--- config.mk ---
export PLATFORM = sky130hd
export DESIGN_NAME = lcd_refresh_scan
export DESIGN_NICKNAME = d
export VERILOG_FILES = /design/src/rtl/lrs_pkg.sv /design/src/rtl/lrs_edge.sv /design/src/rtl/lrs_addr_ctr.sv /design/src/rtl/lrs_row_pace.sv /design/src/rtl/lcd_refresh_scan.sv
export SDC_FILE = /design/constraint.sdc
export NUM_CORES = 1
export LEC_CHECK = 0
export BUFFER_PORTS_ARGS = -buffer_cell sky130_fd_sc_hd__buf_2
export CAP_MARGIN = 15
export CORE_MARGIN = 2
export CORE_UTILIZATION = 53
export CTS_CLUSTER_SIZE = 25
export DETAILED_ROUTE_END_ITERATION = 8
export GPL_ROUTABILITY_DRIVEN = 0
export PLACE_DENSITY = 0.78
export RECOVER_POWER = 25
export SYNTH_ARGS = -nofsm -noshare
export SYNTH_HDL_FRONTEND = slang
export SYNTH_HIERARCHICAL = 1
export SYNTH_SLANG_ARGS = --single-unit
--- constraint.sdc ---
create_clock -name clk -period 3.8 [get_ports clk]
set_input_delay 0.19 -clock clk [delete_from_list [all_inputs] [get_ports clk]]
set_output_delay 0.19 -clock clk [all_outputs]
set_load 0.005 [all_outputs]
--- src/rtl/lrs_pkg.sv ---
package lrs_pkg;

  typedef enum logic {
    SCAN_NARROW = 1'b0,
    SCAN_WIDE   = 1'b1
  } scan_mode_e;

  // index of the final byte of a row for the selected mode
  function automatic int unsigned row_last_idx(scan_mode_e mode,
                                               int unsigned narrow_bytes,
                                               int unsigned wide_bytes);
    return (mode == SCAN_WIDE) ? wide_bytes - 1 : narrow_bytes - 1;
  endfunction

endpackage

--- src/rtl/lrs_edge.sv ---
module lrs_edge (
  input  logic clk,
  input  logic rst_n,
  input  logic sig_i,
  output logic rise_o
);
  logic prev_q;

  always_ff @(posedge clk or negedge rst_n) begin
    if (!rst_n) prev_q <= 1'b0;
    else        prev_q <= sig_i;
  end

  assign rise_o = sig_i & ~prev_q;
endmodule

--- src/rtl/lrs_addr_ctr.sv ---
module lrs_addr_ctr #(
  parameter int unsigned ADDR_W     = 16,
  parameter int unsigned REF_W      = 7,
  parameter logic [ADDR_W-1:0] START_ADDR = 16'hC000
) (
  input  logic              clk,
  input  logic              rst_n,
  input  logic              preset_i,
  input  logic              step_i,
  output logic [ADDR_W-1:0] addr_o
);
  localparam int unsigned HI_W = ADDR_W - REF_W;

  logic [REF_W-1:0] lo_q, lo_d;
  logic [HI_W-1:0]  hi_q, hi_d;
  logic             lo_carry;

  // low field mirrors a refresh count; the high field extends it by carry
  always_comb begin
    lo_carry = &lo_q;
    lo_d     = lo_q;
    hi_d     = hi_q;
    if (preset_i) begin
      lo_d = START_ADDR[REF_W-1:0];
      hi_d = START_ADDR[ADDR_W-1:REF_W];
    end else if (step_i) begin
      lo_d = lo_q + 1'b1;
      hi_d = hi_q + HI_W'(lo_carry);
    end
  end

  always_ff @(posedge clk or negedge rst_n) begin
    if (!rst_n) begin
      lo_q <= START_ADDR[REF_W-1:0];
      hi_q <= START_ADDR[ADDR_W-1:REF_W];
    end else if (preset_i || step_i) begin
      lo_q <= lo_d;
      hi_q <= hi_d;
    end
  end

  assign addr_o = {hi_q, lo_q};

  // a step without preset always moves forward by exactly one
  step_by_one_chk: assert property (@(posedge clk) disable iff (!rst_n)
    (step_i && !preset_i) |=> (addr_o == ADDR_W'($past(addr_o) + 1'b1)));
endmodule

--- src/rtl/lrs_row_pace.sv ---
module lrs_row_pace
  import lrs_pkg::*;
#(
  parameter int unsigned NARROW_BYTES = 16,
  parameter int unsigned WIDE_BYTES   = 20,
  parameter int unsigned HOLD_CYC     = 2
) (
  input  logic clk,
  input  logic rst_n,
  input  logic rise_i,
  input  logic restart_i,
  input  logic wide_i,
  output logic fire_o,
  output logic row_end_o
);
  localparam int unsigned COL_W  = $clog2(WIDE_BYTES + 1);
  localparam int unsigned HOLD_W = $clog2(HOLD_CYC + 2);
  localparam logic [COL_W-1:0]  N_LAST   =
    COL_W'(row_last_idx(SCAN_NARROW, NARROW_BYTES, WIDE_BYTES));
  localparam logic [COL_W-1:0]  W_LAST   =
    COL_W'(row_last_idx(SCAN_WIDE, NARROW_BYTES, WIDE_BYTES));
  localparam logic [HOLD_W-1:0] HOLD_VAL = HOLD_W'(HOLD_CYC);

  logic [COL_W-1:0]  col_q, col_d;
  logic [HOLD_W-1:0] hold_q, hold_d;
  logic              pend_q, pend_d;
  logic              busy, at_last;
  logic [COL_W-1:0]  last_idx;

  assign last_idx = (scan_mode_e'(wide_i) == SCAN_WIDE) ? W_LAST : N_LAST;
  assign at_last  = (col_q >= last_idx);
  assign busy     = (hold_q != '0);
  assign fire_o   = (rise_i | pend_q) & ~busy & ~restart_i;
  assign row_end_o = fire_o & at_last;

  always_comb begin
    col_d  = col_q;
    hold_d = busy ? hold_q - 1'b1 : hold_q;
    pend_d = pend_q;
    if (restart_i) begin
      col_d  = '0;
      hold_d = '0;
      pend_d = 1'b0;
    end else if (fire_o) begin
      col_d  = at_last ? '0 : col_q + 1'b1;
      hold_d = at_last ? HOLD_VAL : '0;
      pend_d = 1'b0;
    end else if (rise_i && busy) begin
      pend_d = 1'b1;
    end
  end

  always_ff @(posedge clk or negedge rst_n) begin
    if (!rst_n) begin
      col_q  <= '0;
      hold_q <= '0;
      pend_q <= 1'b0;
    end else begin
      col_q  <= col_d;
      hold_q <= hold_d;
      pend_q <= pend_d;
    end
  end

  // a strobe edge during hold-off is remembered for later
  defer_kept_chk: assert property (@(posedge clk) disable iff (!rst_n)
    (rise_i && busy && !restart_i) |=> pend_q);
endmodule

--- src/rtl/lcd_refresh_scan.sv ---
module lcd_refresh_scan #(
  parameter int unsigned ADDR_W       = 16,
  parameter int unsigned DATA_W       = 8,
  parameter int unsigned REF_W        = 7,
  parameter int unsigned NARROW_BYTES = 16,
  parameter int unsigned WIDE_BYTES   = 20,
  parameter int unsigned HOLD_CYC     = 2,
  parameter logic [ADDR_W-1:0] START_ADDR = 16'hC000
) (
  input  logic              clk,
  input  logic              rst_n,
  input  logic              rfsh_i,
  input  logic [DATA_W-1:0] rd_data,
  input  logic              frame_restart,
  input  logic              wide_mode,
  output logic [ADDR_W-1:0] mem_addr,
  output logic [DATA_W-1:0] lcd_data,
  output logic              lcd_load,
  output logic              row_load,
  output logic              frame
);
  logic rfsh_rise, restart_rise;
  logic fire, row_end;
  logic [DATA_W-1:0] data_d;
  logic load_d, row_d, frame_d;

  lrs_edge u_rfsh_edge (
    .clk(clk), .rst_n(rst_n), .sig_i(rfsh_i), .rise_o(rfsh_rise));

  lrs_edge u_restart_edge (
    .clk(clk), .rst_n(rst_n), .sig_i(frame_restart), .rise_o(restart_rise));

  lrs_row_pace #(
    .NARROW_BYTES(NARROW_BYTES), .WIDE_BYTES(WIDE_BYTES), .HOLD_CYC(HOLD_CYC)
  ) u_pace (
    .clk(clk), .rst_n(rst_n), .rise_i(rfsh_rise), .restart_i(restart_rise),
    .wide_i(wide_mode), .fire_o(fire), .row_end_o(row_end));

  lrs_addr_ctr #(
    .ADDR_W(ADDR_W), .REF_W(REF_W), .START_ADDR(START_ADDR)
  ) u_addr (
    .clk(clk), .rst_n(rst_n), .preset_i(restart_rise), .step_i(fire),
    .addr_o(mem_addr));

  always_comb begin
    data_d  = fire ? rd_data : lcd_data;
    load_d  = fire;
    row_d   = row_end;
    frame_d = restart_rise;
  end

  always_ff @(posedge clk or negedge rst_n) begin
    if (!rst_n) begin
      lcd_data <= '0;
      lcd_load <= 1'b0;
      row_load <= 1'b0;
      frame    <= 1'b0;
    end else begin
      if (fire) lcd_data <= data_d;
      lcd_load <= load_d;
      row_load <= row_d;
      frame    <= frame_d;
    end
  end


  load_single_chk: assert property (@(posedge clk) disable iff (!rst_n)
    lcd_load |=> !lcd_load);

  load_advances_chk: assert property (@(posedge clk) disable iff (!rst_n)
    lcd_load |-> (mem_addr == ADDR_W'($past(mem_addr) + 1'b1)));

  row_with_load_chk: assert property (@(posedge clk) disable iff (!rst_n)
    row_load |-> lcd_load);

  frame_preset_chk: assert property (@(posedge clk) disable iff (!rst_n)
    frame |-> (mem_addr == START_ADDR && !lcd_load));

  frame_single_chk: assert property (@(posedge clk) disable iff (!rst_n)
    frame |=> !frame);

  generate
    if (HOLD_CYC > 0) begin : g_hold_chk

      holdoff_gap_chk: assert property (@(posedge clk) disable iff (!rst_n)
        row_load |=> !lcd_load);
    end
  endgenerate
endmodule

# ---- Word level (Yosys, flattened, before mapping)
# Index checks and enable logic that the tools add are counted.
dict set report totals {
  ff_bits 37
  out_inout_bits 27
}
dict set report classes {
  n_addsub 4
  n_lt_le_gt_ge 1
  n_mux 15
  n_bitwise 10
  n_reduce_logical 8
}
# op count
set op_table {}
lappend op_table {{$mux 5} 4}
lappend op_table {{$mux 9} 2}
lappend op_table {{$mux 7} 2}
lappend op_table {{$add 9x1->9} 1}
lappend op_table {{$mux 2} 4}
lappend op_table {{$add 7x1->7 const B} 1}
lappend op_table {{$reduce_and 7->1} 1}
lappend op_table {{$reduce_bool 3->1} 2}
lappend op_table {{$add 5x1->5 const B} 1}
lappend op_table {{$and 1x1->1} 5}
lappend op_table {{$ge 5x5->1} 1}
lappend op_table {{$not 1->1} 4}
lappend op_table {{$reduce_bool 2->1} 2}
lappend op_table {{$mux 1} 3}
lappend op_table {{$reduce_and 2->1} 1}
lappend op_table {{$sub 2x1->2 const B} 1}
lappend op_table {{$logic_and 1x1->1} 1}
lappend op_table {{$logic_or 1x1->1} 1}
lappend op_table {{$or 1x1->1} 1}

# ---- Depth between registers and ports, before layout
# Gate-level depths: netlist of run 1.
dict set report logic_depth {
  depth_word 7
  mapped_depth 8
  depth_no_buf 8
}

# ---- By module
# The synthesis of run 1 kept the hierarchy.
# mod n_inst cells_each area_per_inst_um2 seq_area_each_um2
set modules_own_cells {}
lappend modules_own_cells {lrs_addr_ctr 1 78 804.5 402.9}
lappend modules_own_cells {lrs_row_pace 1 57 526.8 200.2}
lappend modules_own_cells {lcd_refresh_scan 1 20 406.6 275.3}
lappend modules_own_cells {lrs_edge 2 2 38.8 25.0}

# ---- Least setup slack after synthesis of run 1
# Ideal clock, no wire load.
dict set report synth_timing {
  path_type {reg-to-reg}
  from {register u_pace.hold_q[0]}
  to {register u_addr.lo_q[6]}
  setup_time_ns 0.125
  t_arrival_ns 1.989
  setup_slack_ns 1.686
  stages_incl_launch_ff 9
  path_buffers 1
  period_less_slack_ns 2.114
  path_cell_list {dfrtp_1 inv_1 ha_1 o21ai_2 nor2_1 buf_2 inv_1 nor3_1 mux2_2}
}
dict set report synth_between {
  elab_chain_len 6
  elab_cells_between_ends 7
}
# element line
set synth_lines {}
lappend synth_lines {{start: declaration} lrs_row_pace.sv:25} ;# logic [HOLD_W-1:0] hold_q, hold_d;
lappend synth_lines {{start signal: assignment} lrs_row_pace.sv:60} ;# hold_q <= hold_d;
lappend synth_lines {{$reduce_bool 2->1 (*)} lrs_row_pace.sv:32} ;# assign busy = (hold_q != '0);
lappend synth_lines {{$not 1->1 (*)} lrs_row_pace.sv:33} ;# assign fire_o = (rise_i | pend_q) & ~busy & ~restart_i;
lappend synth_lines {{$and 1x1->1 (*) (2 in a row)} lrs_row_pace.sv:33}
lappend synth_lines {{named net fire} lcd_refresh_scan.sv:23} ;# logic fire, row_end;
lappend synth_lines {{$reduce_bool 2->1 (no source line) / $logic_or 1x1->1 (equally long branches)} n/a}
lappend synth_lines {{$reduce_and 2->1 (no source line) (*)} n/a}
lappend synth_lines {{end signal: assignment} lrs_addr_ctr.sv:34} ;# lo_q <= START_ADDR[REF_W-1:0];
lappend synth_lines {{end signal: assignment} lrs_addr_ctr.sv:37} ;# lo_q <= lo_d;
lappend synth_lines {{end: declaration} lrs_addr_ctr.sv:14} ;# logic [REF_W-1:0] lo_q, lo_d;
# The timed path passes the listed nets; every way through them passes the cells marked *.
# A chain may end at the register's enable or synchronous reset.

# ---- Worst setup path after layout of run 1
dict set report layout_timing {
  from {register u_pace.hold_q[0]}
  to {register u_addr.hi_q[8]}
}
dict set report layout_between {
  elab_chain_len 6
  elab_cells_between_ends 7
}
# element line
set layout_lines {}
lappend layout_lines {{$reduce_bool 2->1 (*)} lrs_row_pace.sv:32}
lappend layout_lines {{$not 1->1 (*)} lrs_row_pace.sv:33}
lappend layout_lines {{$and 1x1->1 (*) (2 in a row)} lrs_row_pace.sv:33}
lappend layout_lines {{named net fire} lcd_refresh_scan.sv:23}
lappend layout_lines {{$reduce_bool 2->1 (no source line) / $logic_or 1x1->1 (equally long branches)} n/a}
lappend layout_lines {{$reduce_and 2->1 (no source line) (*)} n/a}
lappend layout_lines {{end signal: assignment} lrs_addr_ctr.sv:35} ;# hi_q <= START_ADDR[ADDR_W-1:REF_W];
lappend layout_lines {{end signal: assignment} lrs_addr_ctr.sv:38} ;# hi_q <= hi_d;
lappend layout_lines {{end: declaration} lrs_addr_ctr.sv:15} ;# logic [HI_W-1:0] hi_q, hi_d;
# Marks and branches as above.

==> impl_metrics.csv, run 1 <==
group,metric,value,unit
placed_design,dpl.hpwl,2.46,mm
timing,skew,0.00951,ns
cells_and_area,fillerInstances,276,
critical_path,cp_top_family,"simple AND/OR/NAND/NOR gates",
clocking,cts-buffers-inserted,5,
timing,min_period,2.37,ns
pwr,power_density,581,nW/um^2
synthesis,syn_nets,180,
pwr,p_leak,0.00102,uW
timing,setup_violations,0,
critical_path,startpoint_type,"register",
synthesis,postSynthCellCount,159,
timing,clock.fmax,422,MHz
critical_path,path_cells,"inv_1 -> ha_1 -> o21ai_2 -> nor2_2 -> o2111ai_4 -> o31a_1 -> or3_1",
timing,slew_headroom,-0.303,
drt,wl,3.61,mm
global_routing,grt_max_degree,38,
critical_path,cp_data_arrival_time,2.64,ns
hold_path,hold_class,"in -> reg",
clocking,cts.path.max_buffers,2,
timing,rsz0062_at_grt,"false",
die,die_h,62.5,um
timing,hold_viol_final,0,
clocking,hold_buffers,3,
status,violations,"max-capacitance violations, max-slew violations",
synthesis,synth_top_area_share,0.482,
drt,antenna_left,0,
global_routing,grt_remaining_overflow,0,
synthesis,async_flop_share,1.00,
synthesis,synth_ff_type,"dfrtp_1",
synthesis,yosys_warnings,6,
drt,drcViolationCount,0,
synthesis,synth-xor-area-share,0.0338,
synthesis,synth_top_family_by_area,"simple AND/OR/NAND/NOR gates",
global_routing,first_global_vias,1393,
placed_design,numPortBuffers,39,
cells_and_area,antenna_cells,0,
timing,final_max_slew_viol_count,38,
synthesis,synthAdderAreaFrac,0.0551,
cells_and_area,nets,225,
cells_and_area,final_util,0.650,
clocking,clock_sinks,37,
placed_design,dp_slack,1.47,ns
critical_path,worst_path_largest_cell_delay,0.54,ns
timing,finalSetupTns,0,ns
drt,vias_per_cell,5.43,
drt,first_iter_violations,33,
die,start_util,0.548,
synthesis,synth_mux_area_frac,0.0944,
pwr,ir_worst_vdd,0.000334,V
job,maxCapViolCount,1,
die,ios,40,
timing,worst_pin_slew,1.95,ns
clocking,clkLatencyLatePin,0.33,ns
drt,vias,1362,
timing,setup_ws,1.43,ns
cells_and_area,drive_above_1_share,0.278,
synthesis,yosys-top-cells-count,"dfrtp_1, nor2_1, nand2_1",
critical_path,slowest_stage,"nor2_2",
synthesis,yosysMostFrequentCell,"dfrtp_1",
synthesis,avgSynthCellArea,11.4,um^2
global_routing,grt_first_pass_wirelength,6.16,mm
global_routing,antenna_found_initial,0,
synthesis,synth.largest_area_cell,"dfrtp_1",
die,rows,21,
critical_path,criticalPathCategory,"reg -> reg",
die,dieWidth,62.5,um
die,fp.dieArea,3910,um^2
synthesis,synth.top_cells.by_area,"dfrtp_1, mux2_4, ha_1",
synthesis,synth-simple-area-share,0.176,
critical_path,crit_fanout,13,
critical_path,critPathCaptureType,"register",
die,core_area,3310,um^2
synthesis,synthesis.area,1820,um^2
synthesis,ys_seq_elements,37,
timing,fin_crit_sh,0.624,
synthesis,synth_compound_area_frac,0.0979,
synthesis,ys_types,39,
cells_and_area,syn2layout_area_growth,18.5,%
global_routing,track_usage,0.199,
critical_path,reg2reg_setup_slack,1.43,ns
clocking,cts_setup_buffers,0,
status,status,"finished, violations left",
clocking,path_clk_slew,0.11,ns
drt,drtPass1Iterations,4,
critical_path,cp.required,4.07,ns
clocking,cts_resized,0,
synthesis,synth_edf_count,0,
clocking,htree_levels,2,
drt,wl_per_cell,14.4,um
critical_path,timing.critical_path.buf_inv,1,
clocking,cts_root_buffer,"clkbuf_4",
synthesis,ys_seq_area_frac,0.511,
clocking,cts_tree,"done",
[routing by layer]
| metal | up-vias | GRT usage | wire length, um |
|---|---|---|---|
| met5 | - | 0 | 0 |
| met4 | 0 | 0.0639 | 41 |
| met3 | 4 | 0.0523 | 112 |
| met2 | 24 | 0.348 | 1820 |
| met1 | 677 | 0.238 | 1640 |
| li1 | 657 | - | - |
[sequential cells by signal (all words and copies together) (netlist names)]
signal	flops
frame	1
lcd_data	8
lcd_load	1
row_load	1
u_addr/hi_q	9
u_addr/lo_q	7
u_pace/col_q	5
u_pace/hold_q	2
u_pace/pend_q	1
u_restart_edge/prev_q	1
u_rfsh_edge/prev_q	1
[per-stage QoR]
| stage | cells | hold WS (ns) | cell area, um^2 | total power (uW) |
|---|---|---|---|---|
| final | 251 | 0.0792 | 2150 | 1250 |
| after global routing | 251 | 0.0590 | 2150 | 1340 |
| after CTS | 251 | 0.0698 | 2160 | 1260 |
| after detailed placement | 240 | 0.320 | 2050 | 973 |
| after global placement | 240 | 0.313 | 2050 | 941 |
| after floorplan | 159 | -0.106 | 1820 | 842 |
[cell type report]
class	count	area, um^2	share of cell area
Sequential cell	37	928	0.432
Multi-Input combinational cell	110	832	0.387
Timing Repair Buffer	43	221	0.103
Tap cell	46	57.6	0.0268
Clock buffer	7	55.1	0.0256
Clock inverter	1	30.0	0.0140
Inverter	7	26.3	0.0122
[where the power goes]
part / internal (uW) / total [uW] / switching (uW)
Sequential: 487 / 562 / 75.5
Clock: 157 / 284 / 127
Combinational: 208 / 403 / 195
[final timing paths]
path | from | endpoint | cells past startpoint
worst max-delay path | u_pace/hold_q[0]$_DFFE_PN0P_ | u_addr/hi_q[8]$_DFFE_PN1P_ | 7
worst min-delay path | rd_data[6] | lcd_data[6]$_DFFE_PN0P_ | 2
max in group asynchronous | rst_n | u_addr/lo_q[1]$_DFFE_PN0P_ | 2
worst min register to register | lcd_data[7]$_DFFE_PN0P_ | lcd_data[7]$_DFFE_PN0P_ | 1
min in group asynchronous | rst_n | frame$_DFF_PN0_ | 2
worst max register to register | u_pace/hold_q[0]$_DFFE_PN0P_ | u_addr/hi_q[8]$_DFFE_PN1P_ | 7
[cell families after synthesis]
group	count (synthesis)
muxes	13
buffers and inverters	12
DFF	37
and+or+nand+nor	59
xor gates and xnor gates	7
adders and majority gates	8
AOI/OAI and AO/OA	23
[layout by cell type, fill, tap and decap left out, drive strengths merged, types with 3 or more instances in the layout]
master	synthesis	final
ha	8	8
nand4	6	6
nor2	16	16
or3	4	4
nand2	9	9
inv	7	7
xor2	6	6
mux2i	4	4
dlygate4sd3	0	3
mux2	9	9
a21oi	9	9
clkbuf	2	16
nor3	6	6
nand3	8	8
dfrtp	35	35
buf	3	31
o21ai	3	3
No activity file was read; power rests on OpenSTA's default activity.
==> inputs of run 2 (changes only) <==
CORE_UTILIZATION = 48   (was 53)
PLACE_DENSITY = 0.75   (was 0.78)
clock period = 1.95 ns   (was 3.8 ns; I/O delays follow)
==> run 2 against run 1 <==
Sequential share of layout area down 2.8 points. Core utilization is 2.2 points lower. Critical path type unchanged. Sequential power up 94%. The flow now finishes without violations. Wire length decreased by 5.5%. Flip-flop and latch count unchanged. Maximum frequency is 22% higher. Critical endpoint is now u_addr/hi_q[6]$_DFFE_PN0P_.
==> impl_metrics.csv, run 2 (synthesis results as in run 1) <==
group,metric,value,unit
cells_and_area,fillerInstances,295,
cells_and_area,antenna_cells,0,
hold_path,hold_class,"in -> reg",
global_routing,track_usage,0.178,
cells_and_area,final_area,2300,um^2
timing,hold_viol_final,0,
critical_path,path_cells,"ha_4 -> nand3_4 -> nor3_4 -> ha_2 -> ha_2 -> inv_2 -> or4_1 -> a21oi_1",
critical_path,cp.required,2.17,ns
timing,rsz0062_at_grt,"true",
global_routing,grt_remaining_overflow,0,
clocking,cts.path.max_buffers,2,
cells_and_area,nets,237,
job,maxCapViolCount,0,
drt,wl,3.41,mm
cells_and_area,largest_reg_flops,9,
die,fp.dieArea,4290,um^2
drt,drcViolationCount,0,
critical_path,startpoint_type,"register",
clocking,cts_root_buffer,"clkbuf_8",
timing,fin_crit_sh,1.00,
clocking,cts-buffers-inserted,5,
global_routing,grt_max_degree,38,
global_routing,antenna_found_initial,0,
pwr,ir_worst_vdd,0.000541,V
drt,vias,1358,
critical_path,timing.critical_path.buf_inv,1,
placed_design,numPortBuffers,39,
cells_and_area,final_common_cell,"dfrtp_1",
cells_and_area,drive_above_1_share,0.356,
clocking,clock_sinks,37,
drt,drtPass1Iterations,6,
cells_and_area,multi_input_area,881,um^2
cells_and_area,final_cell_mix,"dfrtp_1, buf_2, nor2_1",
critical_path,crit_fanout,4,
critical_path,worst_path_largest_cell_delay,0.46,ns
die,die_h,65.5,um
timing,min_period,1.95,ns
timing,final_max_slew_viol_count,0,
die,dieWidth,65.5,um
drt,first_iter_violations,68,
cells_and_area,syn2layout_area_growth,26.6,%
pwr,p_total,2500,uW
cells_and_area,layout_top_registers,"u_addr/hi_q: 9 flops, lcd_data: 8 flops, u_addr/lo_q: 7 flops",
placed_design,dpl_cell_area,2130,um^2
placed_design,dp_slack,-0.00343,ns
clocking,cts_tree,"done",
clocking,path_clk_slew,0.07,ns
critical_path,slowest_stage,"or4_1",
status,status,"completed",
timing,setup_violations,0,
cells_and_area,final_util,0.628,
critical_path,criticalPathCategory,"reg -> reg",
pwr,p_leak,0.00109,uW
die,ios,40,
cells_and_area,seqCellArea,928,um^2
timing,skew,0.00782,ns
die,core_area,3660,um^2
critical_path,cp_data_arrival_time,2.17,ns
critical_path,critPathCaptureType,"register",
global_routing,grt_first_pass_wirelength,5.71,mm
global_routing,first_global_vias,1310,
cells_and_area,top_register,"u_addr/hi_q",
drt,antenna_left,0,
pwr,power_density,1090,nW/um^2
timing,worst_pin_slew,0.868,ns
timing,slew_headroom,0.421,
timing,clock.fmax,513,MHz
clocking,htree_levels,2,
placed_design,dpl.hpwl,2.32,mm
critical_path,cp_top_family,"simple AND/OR/NAND/NOR gates",
die,start_util,0.496,
timing,setup_ws,0.000109,ns
die,rows,22,
clocking,clkLatencyLatePin,0.29,ns
drt,vias_per_cell,5.14,
critical_path,cp_common_cell,"ha_2",
drt,wl_per_cell,12.9,um
==> run 2: changes by cell type in the layout (fill, tap and decap cells not counted), moves of 2 or more <==
cell | before | now
clkbuf_4 | 5 | 0
buf_4 | 1 | 13
clkbuf_1 | 10 | 8
ha_1 | 8 | 5
clkbuf_8 | 1 | 6
ha_2 | 0 | 2
==> run 2: path summary, 6_finish.rpt <==
path	from	end	depth (start not counted)	slack, ns
worst max-delay path	u_addr/lo_q[1]$_DFFE_PN0P_	u_addr/hi_q[6]$_DFFE_PN0P_	8	0.0001
max in group asynchronous	rst_n	row_load$_DFF_PN0_	2	0.93
min in group asynchronous	rst_n	u_pace/pend_q$_DFFE_PN0P_	2	0.48
worst min register to register	lcd_data[7]$_DFFE_PN0P_	lcd_data[7]$_DFFE_PN0P_	1	0.51
worst min-delay path	rd_data[0]	lcd_data[0]$_DFFE_PN0P_	2	0.03
worst max register to register	u_addr/lo_q[1]$_DFFE_PN0P_	u_addr/hi_q[6]$_DFFE_PN0P_	8	0.0001
==> run 2: per-layer routing <==
layer / GRT usage / wire (um)
met2: 0.291 / 1680
met4: 0.102 / 79
met1: 0.218 / 1530
met3: 0.0360 / 127
met5: 0 / 0
==> run 2: what timing repair did <==
action,CTS,global route
gates resized for setup,3,7
hold endpoints to repair,37,0
endpoints found under the setup margin,1,4
buffers inserted,0,2
pin swaps,0,3
cloned,0,0
hold buffers,3,0
==> run 2: power breakdown <==
part	internal, uW	leakage [uW]	total [uW]	switching, uW
clock network	279	0.0000433	541	262
logic	483	0.000569	869	387
registers	950	0.000476	1090	137
==> run 2: worst register-to-register path, delay by kind of cell, from the launching register on <==
kind / cells / cell delay (ns)
and+or+nand+nor: 3 / 0.72
AOI/OAI and AO/OA: 1 / 0.15
buffers and inverters: 1 / 0.05
adders and majority gates: 3 / 0.56
DFF: 1 / 0.41
==> run 2: layout make-up <==
type,count,area share
well taps,48,0.0261
inverters,7,0.0114
multi-input cells,110,0.383
clock inverters,1,0.00327
clock buffers,6,0.0359
repair buffers,55,0.136
flip-flops and latches,37,0.404
==> run 2: stage by stage <==
stage	TNS [ns]	cells	hold WS [ns]
2_1_floorplan	0	159	-0.198
3_3_place_gp	0	252	0.220
3_5_place_dp	-0.00343	252	0.226
4_1_cts	0	262	0.0252
5_1_grt	-0.278	264	0.0193
6_report	0	264	0.0315
